## src/rtl/addr_map_pkg.sv

```systemverilog
package addr_map_pkg;

    localparam int AW       = 32;
    localparam int BOOT_W   = 4;
    localparam int BOOT_BIT = 2;
    localparam int CTRL_W   = 3;
    localparam int N_DEV    = 4;

    // window indices into the hit vector
    localparam int W_ZERO  = 0;
    localparam int W_SDRAM = 1;
    localparam int W_CS1   = 2;
    localparam int W_SRAM  = 3;
    localparam int W_HIGH  = 4;
    localparam int W_ROM   = 5;
    localparam int N_WIN   = 6;

    typedef logic [AW-1:0] addr_t;

    typedef enum logic [1:0] {
        MAP_CS1_LO = 2'b00,
        MAP_SDRAM  = 2'b01,
        MAP_SRAM   = 2'b10,
        MAP_CS1_HI = 2'b11
    } remap_e;

    typedef enum logic [2:0] {
        RG_NONE  = 3'd0,
        RG_SDRAM = 3'd1,
        RG_CS1   = 3'd2,
        RG_SRAM  = 3'd3,
        RG_ROM   = 3'd4,
        RG_FAULT = 3'd5
    } region_e;

    // bit 0 sdram ... bit 3 rom
    typedef struct packed {
        logic rom;
        logic sram;
        logic cs1;
        logic sdram;
    } dev_sel_t;

    // write data bit 2 enable, bits 1:0 remap
    typedef struct packed {
        logic   sub_allow;
        remap_e remap;
    } ctrl_t;

    typedef struct packed {
        region_e region;
        addr_t   offset;
    } decode_t;

    function automatic addr_t low_bits(addr_t a, int unsigned sh);
        return a & ((addr_t'(1) << sh) - addr_t'(1));
    endfunction

    function automatic dev_sel_t region_to_sel(region_e r);
        dev_sel_t s;
        s       = '0;
        s.sdram = (r == RG_SDRAM);
        s.cs1   = (r == RG_CS1);
        s.sram  = (r == RG_SRAM);
        s.rom   = (r == RG_ROM);
        return s;
    endfunction

endpackage

```

## src/rtl/addr_ctrl_regs.sv

```systemverilog
module addr_ctrl_regs
    import addr_map_pkg::*;
(
    input  logic              clk,
    input  logic              rst,
    input  logic              strap_i,
    input  logic              we_i,
    input  logic [CTRL_W-1:0] wdata_i,
    output ctrl_t             ctrl_o,
    output logic              sub_active_o
);

    ctrl_t ctrl_q;
    logic  strap_q;

    // strap follows the pin only while reset is held
    always_ff @(posedge clk) begin
        if (rst) begin
            strap_q <= strap_i;
        end
    end

    always_ff @(posedge clk) begin
        if (rst) begin
            ctrl_q.remap     <= MAP_CS1_LO;
            ctrl_q.sub_allow <= 1'b1;
        end else if (we_i) begin
            ctrl_q <= ctrl_t'(wdata_i);
        end
    end

    assign ctrl_o       = ctrl_q;
    assign sub_active_o = strap_q & ctrl_q.sub_allow;

    p_ctrl_write_r11: assert property (@(posedge clk) disable iff (rst)
        we_i |=> (ctrl_q == ctrl_t'($past(wdata_i))));

    p_strap_hold_r14: assert property (@(posedge clk) disable iff (rst)
        1'b1 |=> $stable(strap_q));

    p_ctrl_idle_r11: assert property (@(posedge clk) disable iff (rst)
        !we_i |=> $stable(ctrl_q));

endmodule

```

## src/rtl/addr_window_match.sv

```systemverilog
module addr_window_match
    import addr_map_pkg::*;
#(
    parameter int               N      = N_WIN,
    parameter logic [N*AW-1:0]  BASES  = '0,
    parameter logic [N*8-1:0]   SHIFTS = '0
) (
    input  addr_t        addr_i,
    output logic [N-1:0] hit_o
);

    for (genvar i = 0; i < N; i++) begin : g_win
        localparam int unsigned SH   = int'(SHIFTS[i*8 +: 8]);
        localparam addr_t       BASE = BASES[i*AW +: AW];
        localparam addr_t       TAG  = BASE >> SH;
        assign hit_o[i] = ((addr_i >> SH) == TAG);
    end

endmodule

```

## src/rtl/addr_route.sv

```systemverilog
module addr_route
    import addr_map_pkg::*;
#(
    parameter int unsigned ZERO_SHIFT  = 28,
    parameter int unsigned SDRAM_SHIFT = 28,
    parameter int unsigned CS1_SHIFT   = 28,
    parameter int unsigned SRAM_SHIFT  = 14,
    parameter int unsigned ROM_SHIFT   = 13
) (
    input  addr_t            addr_i,
    input  logic [N_WIN-1:0] hit_i,
    input  ctrl_t            ctrl_i,
    input  logic             sub_active_i,
    output decode_t          dec_o
);

    decode_t cs1_path;

    // CS1 target, possibly taken over by the boot ROM
    always_comb begin
        if (sub_active_i) begin
            cs1_path.region = RG_ROM;
            cs1_path.offset = low_bits(addr_i, ROM_SHIFT);
        end else begin
            cs1_path.region = RG_CS1;
            cs1_path.offset = low_bits(addr_i, CS1_SHIFT);
        end
    end

    always_comb begin
        dec_o.region = RG_NONE;
        dec_o.offset = '0;
        if (hit_i[W_ZERO]) begin
            unique case (ctrl_i.remap)
                MAP_SDRAM: begin
                    dec_o.region = RG_SDRAM;
                    dec_o.offset = low_bits(addr_i, ZERO_SHIFT);
                end
                MAP_SRAM: begin
                    dec_o.region = RG_SRAM;
                    dec_o.offset = low_bits(addr_i, SRAM_SHIFT);
                end
                default: begin
                    dec_o = cs1_path;
                end
            endcase
        end else if (hit_i[W_SDRAM]) begin
            dec_o.region = RG_SDRAM;
            dec_o.offset = low_bits(addr_i, SDRAM_SHIFT);
        end else if (hit_i[W_CS1]) begin
            dec_o = cs1_path;
        end else if (hit_i[W_SRAM]) begin
            dec_o.region = RG_SRAM;
            dec_o.offset = low_bits(addr_i, SRAM_SHIFT);
        end else if (hit_i[W_HIGH]) begin
            if (hit_i[W_ROM]) begin
                dec_o.region = RG_ROM;
                dec_o.offset = low_bits(addr_i, ROM_SHIFT);
            end else begin
                dec_o.region = RG_FAULT;
            end
        end
    end

endmodule

```

## src/rtl/addr_remap_dec.sv

```systemverilog
module addr_remap_dec
    import addr_map_pkg::*;
#(
    parameter logic [AW-1:0] ZERO_BASE      = 32'h0000_0000,
    parameter int unsigned   ZERO_SHIFT     = 28,
    parameter logic [AW-1:0] SDRAM_BASE     = 32'h2000_0000,
    parameter int unsigned   SDRAM_SHIFT    = 28,
    parameter logic [AW-1:0] CS1_BASE       = 32'h4000_0000,
    parameter int unsigned   CS1_SHIFT      = 28,
    parameter logic [AW-1:0] SRAM_BASE      = 32'h6000_0000,
    parameter int unsigned   SRAM_WIN_SHIFT = 29,
    parameter int unsigned   SRAM_SHIFT     = 14,
    parameter logic [AW-1:0] ROM_BASE       = 32'h8000_0000,
    parameter int unsigned   ROM_WIN_SHIFT  = 29,
    parameter int unsigned   ROM_SHIFT      = 13
) (
    input  logic              clk,
    input  logic              rst,
    input  logic [BOOT_W-1:0] boot_cfg_i,
    input  logic              ctrl_we_i,
    input  logic [CTRL_W-1:0] ctrl_wdata_i,
    input  logic [AW-1:0]     addr_i,
    output logic [N_DEV-1:0]  sel_o,
    output logic              abort_o,
    output logic [AW-1:0]     offset_o
);

    localparam logic [N_WIN*AW-1:0] WIN_BASES =
        {ROM_BASE, ROM_BASE, SRAM_BASE, CS1_BASE, SDRAM_BASE, ZERO_BASE};
    localparam logic [N_WIN*8-1:0] WIN_SHIFTS =
        {8'(ROM_SHIFT), 8'(ROM_WIN_SHIFT), 8'(SRAM_WIN_SHIFT),
         8'(CS1_SHIFT), 8'(SDRAM_SHIFT), 8'(ZERO_SHIFT)};

    ctrl_t            ctrl;
    logic             sub_active;
    logic [N_WIN-1:0] hit;
    decode_t          dec;
    dev_sel_t         sel;
    logic             unused_boot_bits;

    assign unused_boot_bits = ^boot_cfg_i;

    addr_ctrl_regs u_regs (
        .clk         (clk),
        .rst         (rst),
        .strap_i     (boot_cfg_i[BOOT_BIT]),
        .we_i        (ctrl_we_i),
        .wdata_i     (ctrl_wdata_i),
        .ctrl_o      (ctrl),
        .sub_active_o(sub_active)
    );

    addr_window_match #(
        .N     (N_WIN),
        .BASES (WIN_BASES),
        .SHIFTS(WIN_SHIFTS)
    ) u_match (
        .addr_i(addr_i),
        .hit_o (hit)
    );

    addr_route #(
        .ZERO_SHIFT (ZERO_SHIFT),
        .SDRAM_SHIFT(SDRAM_SHIFT),
        .CS1_SHIFT  (CS1_SHIFT),
        .SRAM_SHIFT (SRAM_SHIFT),
        .ROM_SHIFT  (ROM_SHIFT)
    ) u_route (
        .addr_i      (addr_i),
        .hit_i       (hit),
        .ctrl_i      (ctrl),
        .sub_active_i(sub_active),
        .dec_o       (dec)
    );

    assign sel      = region_to_sel(dec.region);
    assign sel_o    = sel;
    assign abort_o  = (dec.region == RG_FAULT);
    assign offset_o = dec.offset;

    p_sel_onehot_r13: assert property (@(posedge clk) disable iff (rst)
        $onehot0(sel_o));

    p_abort_nosel_r6: assert property (@(posedge clk) disable iff (rst)
        abort_o |-> (sel_o == '0 && offset_o == '0));

    p_rom_hole_r6: assert property (@(posedge clk) disable iff (rst)
        ((addr_i >> ROM_WIN_SHIFT) == (ROM_BASE >> ROM_WIN_SHIFT) &&
         (addr_i >> ROM_SHIFT) != (ROM_BASE >> ROM_SHIFT)) |-> abort_o);

    p_sram_mirror_r4: assert property (@(posedge clk) disable iff (rst)
        ((addr_i >> SRAM_WIN_SHIFT) == (SRAM_BASE >> SRAM_WIN_SHIFT)) |->
        (sel_o == 4'b0100 && !abort_o &&
         offset_o == (addr_i & ((32'h1 << SRAM_SHIFT) - 32'h1))));

    p_sub_blocks_cs1_r10: assert property (@(posedge clk) disable iff (rst)
        sub_active |-> !sel_o[1]);

endmodule

```

## config.mk

```make
export PLATFORM = sky130hd
export DESIGN_NAME = addr_remap_dec
export DESIGN_NICKNAME = d
export VERILOG_FILES = /design/src/rtl/addr_map_pkg.sv /design/src/rtl/addr_ctrl_regs.sv /design/src/rtl/addr_window_match.sv /design/src/rtl/addr_route.sv /design/src/rtl/addr_remap_dec.sv
export SDC_FILE = /design/constraint.sdc
export NUM_CORES = 1
export LEC_CHECK = 0
export ABC_AREA = 1
export BUFFER_PORTS_ARGS = -buffer_cell sky130_fd_sc_hd__buf_4
export CORE_UTILIZATION = 33
export CTS_CLUSTER_SIZE = 40
export DETAILED_ROUTE_END_ITERATION = 10
export PLACE_DENSITY = 0.79
export RECOVER_POWER = 25
export SYNTH_ARGS = -nofsm -noshare
export SYNTH_HDL_FRONTEND = slang
export SYNTH_SLANG_ARGS = --single-unit
```

## constraint.sdc

```tcl
create_clock -name clk -period 2 [get_ports clk]
set_input_delay 0.4 -clock clk [delete_from_list [all_inputs] [get_ports clk]]
set_output_delay 0.4 -clock clk [all_outputs]
set_load 0.01 [all_outputs]
```

==> out/metrics.cfg <==
[grt]
grt_pass1_wl_um = 2910
grt_pass1_vias = 796
met1_usage_pct = 15.4
grt_overflow_total = 0
grtUsageMet3_pct = 3.77
grt_use_total_pct = 18.1
grt_busiest_layer = met2
met2_usage_pct = 37.3
antenna_found_initial = 0
grt_start_max_net_pins = 14

[final_layout]
fillers = 171
fin_util_pct = 69.1
final_cell_count_no_fill = 244
n_antenna_cell = 0
syn_to_final_growth_pct = 95.3
nNetsFinal = 262
drive_above_1_share_pct = 45.2

[clock_tree]
htree_num_levels = 1
cts_buffers = 3
worstSkewPairLatency_ns = 0.23
cts_tree = done
clock-root-buffer = clkbuf_4
ctsHoldBuffers = 0
numClockSinks = 4
clockBufferDepth = 2
cts.reportedPaths.clkPinSlew_ns = 0.04

[hold_path]
holdPathStages = 1
holdPathEnd = u_regs.strap_q$_DFFE_PP_
min_path_type = in -> reg
min_from = boot_cfg_i[2]

[placement]
gp_congestion = 0.710
place_inst = 235
io_buffer_count = 71
hpwl_um = 1700

[timing]
final.setup.tns_ns = -0.559
max_freq_mhz = 487
report.final.setup_viol = 14
fin_worst_skew_ns = 0
finalCriticalPeriod_ns = 2.05
fin_crit_sh_pct = 103
fin_ws_ns = -0.0549
hold_slack_ns = 0.358
rsz0062_at_grt = yes
drv_slew = 0
hold_violations = 0

[synth]
synth_edf_count = 1
synthDistinctLibCells = 18
syn_area_per_cell_um2 = 5.00
syn_inst = 139
seq_area_frac_synth_pct = 13.0
syn-cell-area_um2 = 694
synth_most_common_cell = nor2_1
synth_flop_cell = dfxtp_1
async_flop_share_pct = 0
synth_top_cell_area_share_pct = 25.9
yosys_warnings = 0
synth_seq_cells = 4
ys_top_cells_by_count = nor2_1, inv_1, nand2_1, o21ai_0
yosysTopAreaCell = nor2_1
synth_area_leaders = nor2_1, inv_1, nand2_1

[pwr]
leakagePower_nw = 0.843
irDropWorstVdd_mv = 0.318
powerDensity_nw_per_um2 = 343

[critical_path]
r2r-end = u_regs.ctrl_o[0]$_SDFFE_PP0P_
crit_required_ns = 1.60
start_kind = flip-flop
cp_max_fo = 7
r2r-start = u_regs.ctrl_o[0]$_SDFFE_PP0P_
reg2reg_slack_ns = 1.19
critical_path_class = reg -> out
worst-endpoint-arrival_ns = 1.65
r2r_cells = 4
endpoint_kind = output port

[run_status]
violations = negative setup slack
status = finished, violations left

[die]
start_util_pct = 35.4
ios = 79
rows = 16
core_area_um2 = 1960
die_y_um = 47.9
dieArea_um2 = 2290
die_x_um = 47.9

[route]
wirelength_um = 2270
drc = 0
first_pass_iters = 4
drtIter0Drc = 17
via_per_inst = 4.30
ant_nets = 0
num_vias = 1049
wire_per_inst_um = 9.31

[flow_run]
maxCapViolCount = 0

==> power breakdown <==
part	total, mW	internal, mW	switching (mW)
logic	0.261	0.139	0.122
clock network	0.109	0.0749	0.0345
registers	0.0951	0.0902	0.00486
==> final cells by class <==
cell class	count	area (um2)	area share [%]
Clock buffer	4	26.3	1.94
Inverter	39	146	10.8
Multi-Input combinational cell	93	464	34.2
Sequential cell	4	92.6	6.83
Tap cell	27	33.8	2.49
Timing Repair Buffer	77	593	43.7
==> critical path, cell delays in order, from the launching register on <==
cell     delay (ns)
dfxtp_2        0.33
inv_2          0.05
ha_4           0.24
or2_4          0.24
a31oi_4        0.21
buf_6          0.17
nor2_1         0.05
buf_4          0.13
==> worst max-delay path by stage <==
stage / from / to / slack [ns] / depth (start not counted)
global placement: u_regs.ctrl_o[0]$_SDFFE_PP0P_ / offset_o[25] / 0.004 / 6
floorplan: u_regs.ctrl_o[0]$_SDFFE_PP0P_ / offset_o[18] / 0.16 / 6
detailed placement: u_regs.ctrl_o[0]$_SDFFE_PP0P_ / offset_o[21] / -0.03 / 6
global route: u_regs.ctrl_o[0]$_SDFFE_PP0P_ / offset_o[19] / -0.13 / 7
finish: u_regs.ctrl_o[0]$_SDFFE_PP0P_ / offset_o[27] / -0.05 / 7
CTS: u_regs.ctrl_o[0]$_SDFFE_PP0P_ / offset_o[18] / -0.06 / 8
==> cell usage in the layout, fill, tap and decap left out, drive strengths merged, types with 2 or more instances in the layout <==
master  instances
a21oi           4
buf            74
clkbuf          7
conb            4
dfxtp           3
ha              2
inv            39
nand2          18
nand3           4
nand4           3
nor2           49
o21ai           6
or2             2
==> sequential cells by signal, summed over array words and instances, names as in the netlist <==
name and count:
u_regs.ctrl_o 3, u_regs.strap_q 1
==> metrics by stage <==
step / instance area (um2) / setup WS [ns] / total power, mW
after floorplan: 706 / 0.161 / 0.208
after global placement: 1230 / 0.00367 / 0.320
after detailed placement: 1230 / -0.0322 / 0.325
after CTS: 1380 / -0.0556 / 0.481
after global routing: 1360 / -0.126 / 0.510
final: 1360 / -0.0549 / 0.465
==> cell families after synthesis <==
kind of cell	synth area share, %
simple gates	44.0
buf+inv	28.6
compound gates	10.3
flops	13.0
fa+ha+maj	3.60
other cells	0.540
==> layer usage <==
layer  routed length, um  part of all wire, %
met4                   0                    0
met3                 208                  9.2
met1                 791                   35
met5                   0                    0
met2                1270                   56
==> repair_timing <==
item,4_1_cts,5_1_grt
setup buffers,5,1
setup endpoints to repair,19,23
resized for setup,14,9
cloned,1,0
pin swaps,4,5
Power figures use the tool's default switching activity.
